<file path="config.mk">
export PLATFORM = sky130hd
export DESIGN_NAME = flag_enum_top
export DESIGN_NICKNAME = d
export VERILOG_FILES = /design/src/rtl/flag_enum_pkg.sv /design/src/rtl/flag_stepper.sv /design/src/rtl/flag_rules.sv /design/src/rtl/flag_seq_ctrl.sv /design/src/rtl/flag_enum_top.sv
export SDC_FILE = /design/constraint.sdc
export NUM_CORES = 1
export LEC_CHECK = 0
export ABC_AREA = 1
export BUFFER_PORTS_ARGS = -buffer_cell sky130_fd_sc_hd__buf_2
export CAP_MARGIN = 20
export CELL_PAD_IN_SITES_DETAIL_PLACEMENT = 1
export CELL_PAD_IN_SITES_GLOBAL_PLACEMENT = 1
export CORE_MARGIN = 2
export CORE_UTILIZATION = 25
export CTS_CLUSTER_DIAMETER = 60
export DETAILED_ROUTE_END_ITERATION = 7
export PLACE_DENSITY_LB_ADDON = 0.1
export SYNTH_ARGS = -nofsm -noshare
export SYNTH_HDL_FRONTEND = slang
export SYNTH_SLANG_ARGS = --single-unit
</file>
<file path="constraint.sdc">
create_clock -name clk -period 4.1 [get_ports clk]
set_input_delay 0.205 -clock clk [delete_from_list [all_inputs] [get_ports clk]]
set_output_delay 0.205 -clock clk [all_outputs]
set_load 0.02 [all_outputs]
</file>
<file path="src/rtl/flag_enum_pkg.sv">
package flag_enum_pkg;

  // Bit positions inside the configuration vector.
  localparam int unsigned POS_ACC_WR   = 0;
  localparam int unsigned POS_ACC_FE   = 1;
  localparam int unsigned POS_ACC_USR  = 2;
  localparam int unsigned POS_EXEC_GRD = 3;
  localparam int unsigned POS_KEY_EN   = 4;
  localparam int unsigned POS_KEY_RD   = 5;
  localparam int unsigned POS_KEY_WR   = 6;
  localparam int unsigned POS_DIR_BIG  = 7;
  localparam int unsigned POS_DIR_R13  = 8;
  localparam int unsigned POS_DIR_R36  = 9;
  localparam int unsigned POS_DIR_R51  = 10;
  localparam int unsigned POS_TBL_R36  = 11;
  localparam int unsigned POS_TBL_R51  = 12;
  localparam int unsigned POS_DIR_PRS  = 13;
  localparam int unsigned MIN_FLAG_W   = 14;

  typedef enum logic [1:0] {
    ST_OUT  = 2'd0,
    ST_SEEK = 2'd1,
    ST_END  = 2'd2
  } seq_state_e;

endpackage

</file>
<file path="src/rtl/flag_stepper.sv">
module flag_stepper #(
  parameter int unsigned W = 14
) (
  input  logic [W-1:0] cur,
  input  logic [W-1:0] mask,
  output logic [W-1:0] nxt,
  output logic         wrap
);
  localparam int unsigned SW = W + 1;

  logic [SW-1:0] filled;
  logic [SW-1:0] sum;

  always_comb begin
    filled = {1'b0, cur | mask};
    sum    = filled + {{(SW-1){1'b0}}, 1'b1};
    nxt    = sum[W-1:0] & ~mask;
    wrap   = sum[SW-1];
  end

endmodule

</file>
<file path="src/rtl/flag_rules.sv">
module flag_rules
  import flag_enum_pkg::*;
#(
  parameter int unsigned W = 14
) (
  input  logic [W-1:0] cand,
  output logic         ok
);
  localparam int unsigned NUM_RULES = 6;

  logic [NUM_RULES-1:0] bad;
  logic [1:0]           dir_rsv_cnt;

  generate
    if (W < MIN_FLAG_W) begin : g_width_err
      // Elaboration fails with a clear message on a too-narrow vector.
      $error("flag_rules: W must be at least %0d", MIN_FLAG_W);
    end
  endgenerate

  always_comb begin
    dir_rsv_cnt = {1'b0, cand[POS_DIR_R13]} + {1'b0, cand[POS_DIR_R36]}
                + {1'b0, cand[POS_DIR_R51]};
    bad[0] = cand[POS_ACC_WR] & cand[POS_ACC_FE];
    bad[1] = cand[POS_ACC_USR] & cand[POS_EXEC_GRD];
    bad[2] = ~cand[POS_KEY_EN] & (cand[POS_KEY_RD] | cand[POS_KEY_WR]);
    bad[3] = ~cand[POS_DIR_BIG] & cand[POS_DIR_R13];
    bad[4] = dir_rsv_cnt > 2'd1;
    bad[5] = cand[POS_TBL_R36] & cand[POS_TBL_R51];
    ok     = ~|bad;
  end

endmodule

</file>
<file path="src/rtl/flag_seq_ctrl.sv">
module flag_seq_ctrl
  import flag_enum_pkg::*;
#(
  parameter int unsigned W = 14
) (
  input  logic         clk,
  input  logic         rst_n,
  input  logic         start,
  input  logic         advance,
  input  logic [W-1:0] cand,
  input  logic         cand_wrap,
  input  logic         cand_ok,
  output logic [W-1:0] cur,
  output logic         valid,
  output logic         done
);
  seq_state_e   st_q, st_d;
  logic [W-1:0] cur_q, cur_d;
  logic         cur_en;
  logic         step;

  // Next-state logic
  always_comb begin
    st_d   = st_q;
    cur_d  = cur_q;
    cur_en = 1'b0;
    step   = 1'b0;
    if (start) begin
      st_d   = ST_OUT;
      cur_d  = '0;
      cur_en = 1'b1;
    end else begin
      unique case (st_q)
        ST_OUT:  step = advance;
        ST_SEEK: step = 1'b1;
        default: step = 1'b0;
      endcase
      if (step) begin
        cur_en = 1'b1;
        if (cand_wrap) begin
          st_d  = ST_END;
          cur_d = '0;
        end else begin
          cur_d = cand;
          st_d  = cand_ok ? ST_OUT : ST_SEEK;
        end
      end
    end
  end

  // State registers
  always_ff @(posedge clk or negedge rst_n) begin
    if (!rst_n) begin
      st_q <= ST_OUT;
    end else begin
      st_q <= st_d;
    end
  end

  always_ff @(posedge clk or negedge rst_n) begin
    if (!rst_n) begin
      cur_q <= '0;
    end else if (cur_en) begin
      cur_q <= cur_d;
    end
  end

  assign cur   = cur_q;
  assign valid = (st_q == ST_OUT);
  assign done  = (st_q == ST_END);


  done_sticky_chk: assert property (@(posedge clk) disable iff (!rst_n)
    (done && !start) |=> done);


  start_zero_chk: assert property (@(posedge clk) disable iff (!rst_n)
    start |=> (valid && !done && cur == '0));


  idle_hold_chk: assert property (@(posedge clk) disable iff (!rst_n)
    (valid && !advance && !start) |=> (valid && $stable(cur)));


  wrap_end_chk: assert property (@(posedge clk) disable iff (!rst_n)
    (((valid && advance) || (!valid && !done)) && cand_wrap && !start)
      |=> (done && !valid && cur == '0));


  seek_quiet_chk: assert property (@(posedge clk) disable iff (!rst_n)
    (((valid && advance) || (!valid && !done)) && !cand_wrap && !cand_ok && !start)
      |=> (!valid && !done));

endmodule

</file>
<file path="src/rtl/flag_enum_top.sv">
module flag_enum_top
  import flag_enum_pkg::*;
#(
  parameter int unsigned FLAG_W = 14
) (
  input  logic              clk,
  input  logic              rst_n,
  input  logic              start,
  input  logic              advance,
  input  logic [FLAG_W-1:0] mask,
  output logic [FLAG_W-1:0] vec,
  output logic              valid,
  output logic              done
);
  logic [FLAG_W-1:0] cand;
  logic              cand_wrap;
  logic              cand_ok;
  logic              vec_ok;

  flag_stepper #(.W(FLAG_W)) u_step (
    .cur  (vec),
    .mask (mask),
    .nxt  (cand),
    .wrap (cand_wrap)
  );

  flag_rules #(.W(FLAG_W)) u_rules (
    .cand (cand),
    .ok   (cand_ok)
  );

  flag_seq_ctrl #(.W(FLAG_W)) u_ctrl (
    .clk       (clk),
    .rst_n     (rst_n),
    .start     (start),
    .advance   (advance),
    .cand      (cand),
    .cand_wrap (cand_wrap),
    .cand_ok   (cand_ok),
    .cur       (vec),
    .valid     (valid),
    .done      (done)
  );

  // Second screen on the presented vector, used only by the check below.
  flag_rules #(.W(FLAG_W)) u_out_rules (
    .cand (vec),
    .ok   (vec_ok)
  );


  legal_out_chk: assert property (@(posedge clk) disable iff (!rst_n)
    valid |-> vec_ok);


  masked_clear_chk: assert property (@(posedge clk) disable iff (!rst_n)
    valid |-> ((vec & mask) == '0));


  ascending_chk: assert property (@(posedge clk) disable iff (!rst_n)
    (valid && advance && !start) |=> (done || vec > $past(vec)));

endmodule

</file>
Yosys cells after proc, flatten, opt, wreduce, memory -nomap -nowiden
Index checks and enable logic that the tools add are counted.
Storage, ports and cells
  register bits after elaboration: 16
  word-level logic and storage cells: 34
  input bits: 18
Cells by class
  $lt $le $gt $ge: 1
  reduce and logical (&&, ||, !) cells: 4
  muxes and demuxes: 11
  equality and inequality tests: 2
  add/subtract/negate cells: 3
  bitwise operators: 11
Operators with widths (number)
  $mux W14: 3
  $add A14 B1 Y15 const B: 1
  $and A14 B14 Y14: 1
  $not A14 Y14: 1
  $or A14 B14 Y14: 1
  $mux W2: 3
  $reduce_or A6 Y1: 1
  $and A1 B1 Y1: 5
  $mux W1: 4
  $add A1 B1 Y2: 1
  $add A2 B1 Y2: 1
  $eq A2 B1 Y1 const B: 1
  $eq A2 B2 Y1 const B: 1
  $gt A2 B1 Y1 const B: 1
  $logic_not A2 Y1: 1
  $not A1 Y1: 2
  $pmux W1 S2: 1
  $reduce_and A2 Y1: 1
  $reduce_bool A2 Y1: 1
  $or A1 B1 Y1: 1

Depth between registers and ports, before layout
Gate-level depths: netlist (run 1).
  depth after elaboration: 11
  mapped depth: 19
  gate-level depth less buffers: 19

Modules after synthesis
From an unflattened synthesis (run 1), not the netlist that was laid out.
Unflattened totals
  cells, all modules: 197
  area total of the unflattened synthesis: 1321.3 um^2
Modules (own cells, without submodules)
  flag_seq_ctrl: times used 1, area each 732.0 um^2, cells an instance 78, sequential area each 400.4 um^2
  flag_stepper: times used 1, area each 515.5 um^2, cells an instance 104, sequential area each 0.0 um^2
  flag_rules: times used 1, area each 73.8 um^2, cells an instance 15, sequential area each 0.0 um^2

Worst setup path before layout (run 1)
No wires, ideal clock.
  path type: register to register
  start point: reg u_ctrl.cur_q[1] (netlist: u_ctrl.cur[1])
  end point: reg u_ctrl.st_q[0]
  buffers on the path: 0
  arrival: 2.167 ns
  cell stages (with the launch flop): 19
  slack: 1.817 ns
  period minus slack after synthesis: 2.283 ns
  setup time: 0.116 ns
  path through: dfrtp_1 inv_1 nand2_1 ha_1 inv_2 nor2_4 nand2_2 nor2_4 nand3_1 o21ai_1 inv_1 ha_1 o21bai_1 nor2_1 nand2_1 nor2_1 nand2_1 nand2_1 nand2_1
On the way
  cells in the longest elaborated chain, start to end: 11
  elaborated cells on any way between the ends: 19
  classes of those cells: add/sub (3); order compare (1); mux (4); bitwise (10); reduce/logical (1)
Ends and longest elaborated chain
  start, declared: line flag_seq_ctrl.sv:18  | logic [W-1:0] cur_q, cur_d;
  start signal, assigned: line flag_seq_ctrl.sv:64  | cur_q <= cur_d;
  $or A14 B14 Y14 (*): line flag_stepper.sv:15  | filled = {1'b0, cur | mask};
  $add A14 B1 Y15 (*): line flag_stepper.sv:16  | sum = filled + {{(SW-1){1'b0}}, 1'b1};
  $and A14 B14 Y14: line flag_stepper.sv:17  | nxt = sum[W-1:0] & ~mask;
  $add A1 B1 Y2: line flag_rules.sv:22  | dir_rsv_cnt = {1'b0, cand[POS_DIR_R13]} + {1'b0, cand[POS_DIR_R36]}
  $add A2 B1 Y2: line flag_rules.sv:23  | + {1'b0, cand[POS_DIR_R51]};
  $gt A2 B1 Y1: line flag_rules.sv:28  | bad[4] = dir_rsv_cnt > 2'd1;
  $reduce_or A6 Y1: line flag_rules.sv:30  | ok = ~|bad;
  $mux W1: line flag_seq_ctrl.sv:45  | st_d = cand_ok ? ST_OUT : ST_SEEK;
  $mux W2 (*): line flag_seq_ctrl.sv:40  | if (cand_wrap) begin
  $mux W2 (*): line flag_seq_ctrl.sv:38  | if (step) begin
  $mux W2 (*): line flag_seq_ctrl.sv:28  | if (start) begin
  end signal, assigned: line flag_seq_ctrl.sv:56  | st_q <= st_d;
  end, declared: line flag_seq_ctrl.sv:17  | seq_state_e st_q, st_d;
Mark *: on every way between the ends. The rest lies on a longest branch, timed or not. The select of a mux whose other input is x is not followed.
A chain may end at the register's enable or synchronous reset.

Worst setup path in the final report (run 1)
Ends and elaborated chain as after synthesis.

==> results.cfg, run 1 <==
[setup_path]
reg2reg_slack_ps = 1710
worst-path-stages = 18
reg2reg_depth = 18
critical_path.cell_chain = inv_1 -> nand2_1 -> ha_1 -> inv_2 -> nor2_4 -> nand2_2 -> nor2_4 -> nand3_1 -> o21ai_1 -> inv_1 -> ha_1 -> o21bai_1 -> nor2_1 -> nand2_1 -> nor2_1 -> nand2_1 -> nand2_1 -> nand2_1
worstPathRequired_ps = 4250
cp_slowest_cell = dfrtp_1
start_kind = flip-flop
worstSetupEndpoint = u_ctrl.st_q[0]
end_kind = flip-flop
cp_max_fo = 4
path_buf_inv = 3
startpoint = u_ctrl.cur[1]
r2r_end = u_ctrl.st_q[0]
cpMostUsedCell = nand2_1
critPathKind = reg -> reg
r2r-start = u_ctrl.cur[1]
worst-endpoint-arrival_ps = 2530
critPathTopFamily = simple AND/OR/NAND/NOR gates
critPathMaxStageDelay_ps = 370

[clocking]
cts_resized = 0
clk_latency_ps = 260
root_buffer = clkbuf_8
cts_tree = done
cts.path.max_buffers = 2
cts_sinks = 16
clk_pin_slew_worst_paths_ps = 80
cts-htree-levels = 1
cts_buffers = 3
cts_setup_buffers = 0
postCtsHoldBufs = 1

[yosys]
yosys-top-cells-area = dfrtp_1 (33%), nand2_1 (12%), inv_1 (9.8%)
yosysUniqueCellTypes = 20
synth_top_area_frac = 0.325
synth-seq-cells = 16
yosysSeqAreaShare = 0.325
synth_cells = 183
synth_fp_nets = 203
synth_flop_cell = dfrtp_1
avgSynthCellArea_um2 = 6.73
yosys-top-cells-count = nand2_1 (38), inv_1 (32), nand3_1 (19), nor2_1 (19), dfrtp_1 (16)
ys_async_sr_fraction = 1.00
yosysMostFrequentCell = nand2_1
synth_top_area_cell = dfrtp_1
synth_warnings = 0
synth_area_um2 = 1230
synth_edf_count = 0

[route]
vias = 1273
first_iter_violations = 47
wl_met2_um = 1860
via_per_inst = 4.45
routedLengthMet1_um = 1940
wl_per_cell_um = 13.9
wl_met3_um = 153
post-route-drc-count = 0
wirelength_um = 3970
first_pass_iters = 5
drt.antenna.violating_nets = 0
highest_layer = met4

[die]
die_area_um2 = 5500
io_pins = 34
initial_utilization = 0.261
die_height_um = 74.2
fp-row-count = 25
coreArea_um2 = 4720
die_w_um = 74.2

[global_routing]
grt_start_max_net_pins = 17
grt_overflow = 0
grt_pass1_vias = 1465
grt_first_pass_wirelength_um = 6810
grt_use_total = 0.161
antenna_found_initial = 0

[timing]
period_share = 0.582
rsz0062_at_grt = false
max_freq_mhz = 419
period_minus_slack_ps = 2390
worstMarginPinSlew_ps = 604
setup_tns_ps = 0
skew_ps = 8.11
hold_viol_final = 0
maxSlewViolCount = 0
slew_headroom = 0.596
setup_violations = 0

[placement]
dpl.hpwl_um = 3190
portBuffers = 33
gp_congestion = 0.878

[final_layout]
areaGrowthSynthToFinish_pct = 24.6
utilization = 0.325
drive_gt1_frac = 0.301
nFillCells = 631
finalNetCount = 240
diodes = 0

[run]
cap_violations = 0

[power_and_ir_drop]
leakage_nw = 0.800
vdd_drop_max_mv = 0.126
power.density_nw_per_um2 = 267

[worst_hold_path]
hold_path_class = in -> reg
min_path_cells = 2

[run_status]
outcome = finished clean
-- cells in the final DEF, fill, tap and decap left out, drive strengths merged --
master and count:
ha 2, a21oi 4, nor3 1, nand3 23
o21bai 1, o22ai 11, nand2 45, clkbuf 4
nor2 33, dfrtp 16, o21ai 8, inv 36
dlygate4sd3 1, buf 33, o31ai 1
-- state kept, by name, summed over array words and instances (netlist names) --
register / count
u_ctrl.st_q: 2
u_ctrl.cur: 14
-- cell families after synthesis --
group | share of synthesized area
flip-flops | 0.325
buffers and inverters | 0.119
adder cells (fa/ha/maj) | 0.0203
AO/OA/AOI/OAI | 0.117
AND/OR/NAND/NOR | 0.419
-- metal layers --
metal  global-route usage  up-vias
li1                     -      649
met1                0.217      595
met2                0.273       27
met3               0.0203        2
met4               0.0444        0
met5                    0        -
-- report_power, final --
| part | leakage [nW] | switching (mW) | internal [mW] |
|---|---|---|---|
| Combinational | 0.551 | 0.0644 | 0.0292 |
| Clock | 0.0288 | 0.0648 | 0.0854 |
| Sequential | 0.221 | 0.00411 | 0.162 |
| Total | 0.800 | 0.133 | 0.277 |
-- final cells by class --
type                            instances  area (um^2)  area share
Timing Repair Buffer                   34          175       0.114
Sequential cell                        16          400       0.261
Tap cell                               67         83.8      0.0546
Multi-Input combinational cell        129          684       0.446
Inverter                               36          135      0.0881
Clock buffer                            4         55.1      0.0359
-- stage by stage --
step	setup WS, ps	power, mW	hold WS (ps)	std cells	instance area (um^2)
2_1_floorplan	1820	0.230	-90.6	183	1230
3_3_place_gp	1830	0.261	163	281	1470
3_5_place_dp	1710	0.263	168	281	1470
4_1_cts	1700	0.417	174	286	1530
5_1_grt	1410	0.436	182	286	1530
6_report	1710	0.410	171	286	1530
-- worst min path at each step --
stage                from             end  slack (ps)
floorplan           rst_n   u_ctrl.cur[0]         -90
global placement    rst_n   u_ctrl.cur[6]         160
detailed placement  rst_n   u_ctrl.cur[6]         170
CTS                 start  u_ctrl.st_q[1]         170
global route        start  u_ctrl.st_q[1]         180
finish              start  u_ctrl.st_q[1]         170
Power figures use the tool's default switching activity.
==> run 2, diff against run 1 <==
Clock period 4.1 ns to 2.3 ns, I/O delays scaled along.
==> run 2 against run 1 <==
  * Sequential cell count unchanged
  * Sequential power grew 78%
  * Largest power group unchanged
  * Count of clock-buffer cells in the layout is the same
  * Highest routed layer unchanged
  * First-iteration DRC count down 19%
  * Worst hold slack got worse by 100 ps
  * Critical path depth did not move
==> results.cfg, run 2 (same netlist as run 1, synthesis figures left out) <==
[final_layout]
diodes = 0
fin_area_um2 = 1670
areaGrowthSynthToFinish_pct = 35.7
nFillCells = 615
register_area_um2 = 400
finalNetCount = 253
final_common_cell = nand2_1
final_cell_mix = nand2_1 (37), buf_2 (33), inv_1 (31)
multi_input_area_um2 = 723
drive_gt1_frac = 0.371
largest_reg_flops = 14

[placement]
postPlaceCellArea_um2 = 1510
dpl.hpwl_um = 3190
gp_congestion = 0.804
portBuffers = 33

[global_routing]
grt_overflow = 0
grt_use_total = 0.158
grt_first_pass_wirelength_um = 6590
grt_start_max_net_pins = 17
antenna_found_initial = 0
grt_pass1_vias = 1429

[setup_path]
critPathKind = reg -> reg
critPathMaxStageDelay_ps = 410
reg2reg_slack_ps = 140
cp_max_fo = 3
start_kind = flip-flop
end_kind = flip-flop
worst-endpoint-arrival_ps = 2320
reg2reg_depth = 18
critical_path.cell_chain = nor2_2 -> inv_2 -> ha_4 -> inv_2 -> nor2_4 -> nand2_2 -> nor2_4 -> buf_4 -> nor2_4 -> nor2_4 -> ha_2 -> o21bai_1 -> nor2_1 -> nand2_1 -> nor2_1 -> nand2_1 -> nand2_1 -> nand2_1
critPathTopFamily = simple AND/OR/NAND/NOR gates
cp_slowest_cell = dfrtp_1
worstPathRequired_ps = 2460
r2r-start = u_ctrl.cur[0]
path_buf_inv = 3
r2r_end = u_ctrl.st_q[0]

[route]
wirelength_um = 4050
vias = 1344
first_iter_violations = 38
wl_per_cell_um = 13.5
drt.antenna.violating_nets = 0
post-route-drc-count = 0
first_pass_iters = 4
via_per_inst = 4.49

[timing]
maxSlewViolCount = 0
slew_headroom = 0.624
worstMarginPinSlew_ps = 563
max_freq_mhz = 462
skew_ps = 3.14
period_minus_slack_ps = 2160
period_share = 0.941
setup_violations = 0
hold_viol_final = 0
rsz0062_at_grt = true
setup_tns_ps = 0

[clocking]
clk_latency_ps = 260
cts_sinks = 16
cts-htree-levels = 1
cts.path.max_buffers = 2
cts_buffers = 3
clk_pin_slew_worst_paths_ps = 80
cts_tree = done
root_buffer = clkbuf_8

[worst_hold_path]
min_path_cells = 2
min_to = u_ctrl.st_q[1]
min_from = start
hold_path_class = in -> reg

[die]
io_pins = 34
initial_utilization = 0.261
die_w_um = 74.2
die_area_um2 = 5500
fp-row-count = 25
coreArea_um2 = 4720
die_height_um = 74.2

[power_and_ir_drop]
vdd_drop_max_mv = 0.197
power.density_nw_per_um2 = 458
leakage_nw = 0.866
p_total_mw = 0.766

[run_status]
outcome = finished clean

[run]
cap_violations = 0
## run 2: timing repair
action / in CTS / in global routing
endpoints found under the setup margin: 1 / 1
pin swaps: 2 / 10
hold endpoints to repair: 16 / 0
gates resized for setup: 3 / 7
hold buffers: 1 / 0
gates cloned: 0 / 0
buffers inserted: 1 / 7
## run 2: worst max path at each step
stage                     end  slack (ps)          start  depth (start not counted)
6_report       u_ctrl.st_q[0]         140  u_ctrl.cur[0]                         18
3_5_place_dp   u_ctrl.st_q[0]         -80  u_ctrl.cur[1]                         18
4_1_cts        u_ctrl.st_q[0]          20  u_ctrl.cur[1]                         18
2_1_floorplan  u_ctrl.st_q[0]          20  u_ctrl.cur[1]                         18
3_3_place_gp   u_ctrl.st_q[0]         110  u_ctrl.cur[1]                         18
5_1_grt        u_ctrl.st_q[0]         -50  u_ctrl.cur[0]                         18
## run 2: final cells by class
type | instances | share of cell area
Timing Repair Buffer | 47 | 0.163
Sequential cell | 16 | 0.240
Inverter | 36 | 0.0809
Tap cell | 67 | 0.0502
Clock buffer | 4 | 0.0330
Multi-Input combinational cell | 129 | 0.433
## run 2: power by group
group	internal, mW	switching, mW	leakage [nW]
clock	0.152	0.120	0.0288
combinational	0.0738	0.123	0.617
sequential	0.289	0.00743	0.221
## run 2: worst reg2reg max path: stages (launching register included)
cell	delay, ps
dfrtp_1	410
nor2_2	150
inv_2	70
ha_4	160
inv_2	70
nor2_4	40
nand2_2	100
nor2_4	50
buf_4	140
nor2_4	100
nor2_4	50
ha_2	160
o21bai_1	140
nor2_1	90
nand2_1	60
nor2_1	100
nand2_1	60
nand2_1	60
nand2_1	50
## run 2: routing by layer
layer  global-route usage  part of all wire  up-vias
met5                    0                 0        -
met1                0.208              0.47      633
met3               0.0271             0.037        7
met2                0.265              0.48       27
met4               0.0485             0.013        0
li1                     -                 -      677
## run 2: metrics by stage
step,hold WS (ps),util,setup slack (ps),instances
6_report,68.8,0.354,135,299
5_1_grt,68.3,0.354,-48.4,299
4_1_cts,69.9,0.337,15.5,292
3_5_place_dp,79.5,0.319,-81.7,286
3_3_place_gp,79.6,0.319,106,286
2_1_floorplan,-181,-,16.9,183
==> run 3, diff against run 2 <==
Settings changed: CAP_MARGIN 20 to unset, CORE_UTILIZATION 25 to 36.
==> run 3 against run 2 <==
  * Highest routed layer unchanged
  * Critical path type unchanged
  * Maximum frequency down 0.58%
  * Global-route usage rose by 3.5 points
  * Register-to-register slack hardly changed
  * Via count down 0.22%
  * Die area down 29%
  * Power decreased by 9.5%
==> results.cfg, run 3 (same netlist as run 1, synthesis figures left out) <==
[final_layout]
diodes = 0
final_cell_mix = nand2_1 (37), buf_2 (33), inv_1 (32)
finalNetCount = 251
fin_area_um2 = 1600
largest_reg_flops = 14
multi_input_area_um2 = 716
drive_gt1_frac = 0.357
nFillCells = 469
final_common_cell = nand2_1
utilization = 0.484
areaGrowthSynthToFinish_pct = 30.2
register_area_um2 = 400

[setup_path]
start_kind = flip-flop
worstPathRequired_ps = 2510
end_kind = flip-flop
worst-endpoint-arrival_ps = 2380
r2r_end = u_ctrl.st_q[0]
reg2reg_slack_ps = 120
cp_max_fo = 3
r2r-start = u_ctrl.cur[0]
reg2reg_depth = 18
critPathKind = reg -> reg

[die]
die_height_um = 62.5
fp-row-count = 21
initial_utilization = 0.372
io_pins = 34
die_area_um2 = 3900
coreArea_um2 = 3310
die_w_um = 62.5

[global_routing]
grt_pass1_vias = 1346
grt_use_total = 0.193
grt_first_pass_wirelength_um = 6130
antenna_found_initial = 0
grt_start_max_net_pins = 17
grt_overflow = 0

[route]
post-route-drc-count = 0
first_pass_iters = 4
first_iter_violations = 31
wirelength_um = 3740
wl_per_cell_um = 13.5
vias = 1341
via_per_inst = 4.86
drt.antenna.violating_nets = 0

[timing]
skew_ps = 6.42
setup_tns_ps = 0
maxSlewViolCount = 0
fin_ws_ps = 123
period_share = 0.947
period_minus_slack_ps = 2180
setup_violations = 0
worstMarginPinSlew_ps = 542
max_freq_mhz = 459
slew_headroom = 0.638
hold_viol_final = 0

[placement]
portBuffers = 33
gp_congestion = 0.862
dpl.hpwl_um = 2900
postPlaceCellArea_um2 = 1470
post-place-ws_ps = -15.3

[clocking]
root_buffer = clkbuf_4
cts_tree = done
cts_buffers = 3
clk_latency_ps = 300
cts-htree-levels = 1
cts_sinks = 16
clk_pin_slew_worst_paths_ps = 120
cts.path.max_buffers = 2

[worst_hold_path]
min_to = u_ctrl.st_q[1]
min_path_cells = 2
min_from = start
hold_path_class = in -> reg

[power_and_ir_drop]
leakage_nw = 0.851
p_total_mw = 0.693
power.density_nw_per_um2 = 432
vdd_drop_max_mv = 0.233

[run]
cap_violations = 0

[run_status]
outcome = finished clean
## run 3: changes by cell type in the layout (fill, tap and decap cells not counted)
cell | previous run | this run
inv_2 | 5 | 4
inv_1 | 31 | 32
clkbuf_8 | 4 | 1
ha_2 | 1 | 0
nand2_2 | 7 | 8
buf_4 | 13 | 11
ha_1 | 0 | 1
nand2_4 | 1 | 0
clkbuf_4 | 0 | 3
## run 3: per-layer routing
layer	vias to the layer above	GRT usage	share of wire
met5	-	0	0
met4	0	0.0333	0.0037
met3	2	0.0270	0.026
li1	674	-	-
met1	646	0.264	0.47
met2	19	0.329	0.50
## run 3: what timing repair did
item | in CTS | in global routing
gates resized for setup | 1 | 6
hold buffers | 1 | 0
setup endpoints to repair | 1 | 1
setup buffers | 1 | 7
endpoints found under the hold margin | 16 | 0
pin swaps | 0 | 7
## run 3: power breakdown
group	internal, mW	switching (mW)	leakage [nW]
logic	0.0710	0.121	0.609
registers	0.289	0.00737	0.221
clock network	0.0964	0.108	0.0210
total	0.457	0.236	0.851
## run 3: how the worst max path moves through the flow
stage / endpoint / slack (ps) / start
floorplan: u_ctrl.st_q[0] / 20 / u_ctrl.cur[1]
global placement: u_ctrl.st_q[0] / 110 / u_ctrl.cur[1]
detailed placement: u_ctrl.st_q[0] / -20 / u_ctrl.cur[1]
CTS: u_ctrl.st_q[0] / 10 / u_ctrl.cur[1]
global route: u_ctrl.st_q[0] / -20 / u_ctrl.cur[0]
finish: u_ctrl.st_q[0] / 120 / u_ctrl.cur[0]
## run 3: worst max-delay path, stage by stage, from the launching register on
cell	delay, ps
dfrtp_1	410
nor2_2	70
inv_2	80
ha_4	140
inv_2	50
nor2_4	110
nand2_2	90
nor2_4	90
nand3_2	80
o21ai_2	170
inv_1	60
ha_1	190
o21bai_1	150
nor2_1	100
nand2_1	50
nor2_1	90
nand2_1	60
nand2_1	60
nand2_1	40
## run 3: area by class of cell
type                       instances  area share
timing repair buffer              45       0.161
multi-input combinational        129       0.447
clock buffer                       4      0.0226
sequential                        16       0.250
tap                               46      0.0359
inverter                          36      0.0843
## run 3: stage by stage
step	hold slack, ps	std cells
floorplan	-181	183
global placement	67.6	263
detailed placement	73.9	263
CTS	15.2	269
global route	20.4	276
finish	13.5	276
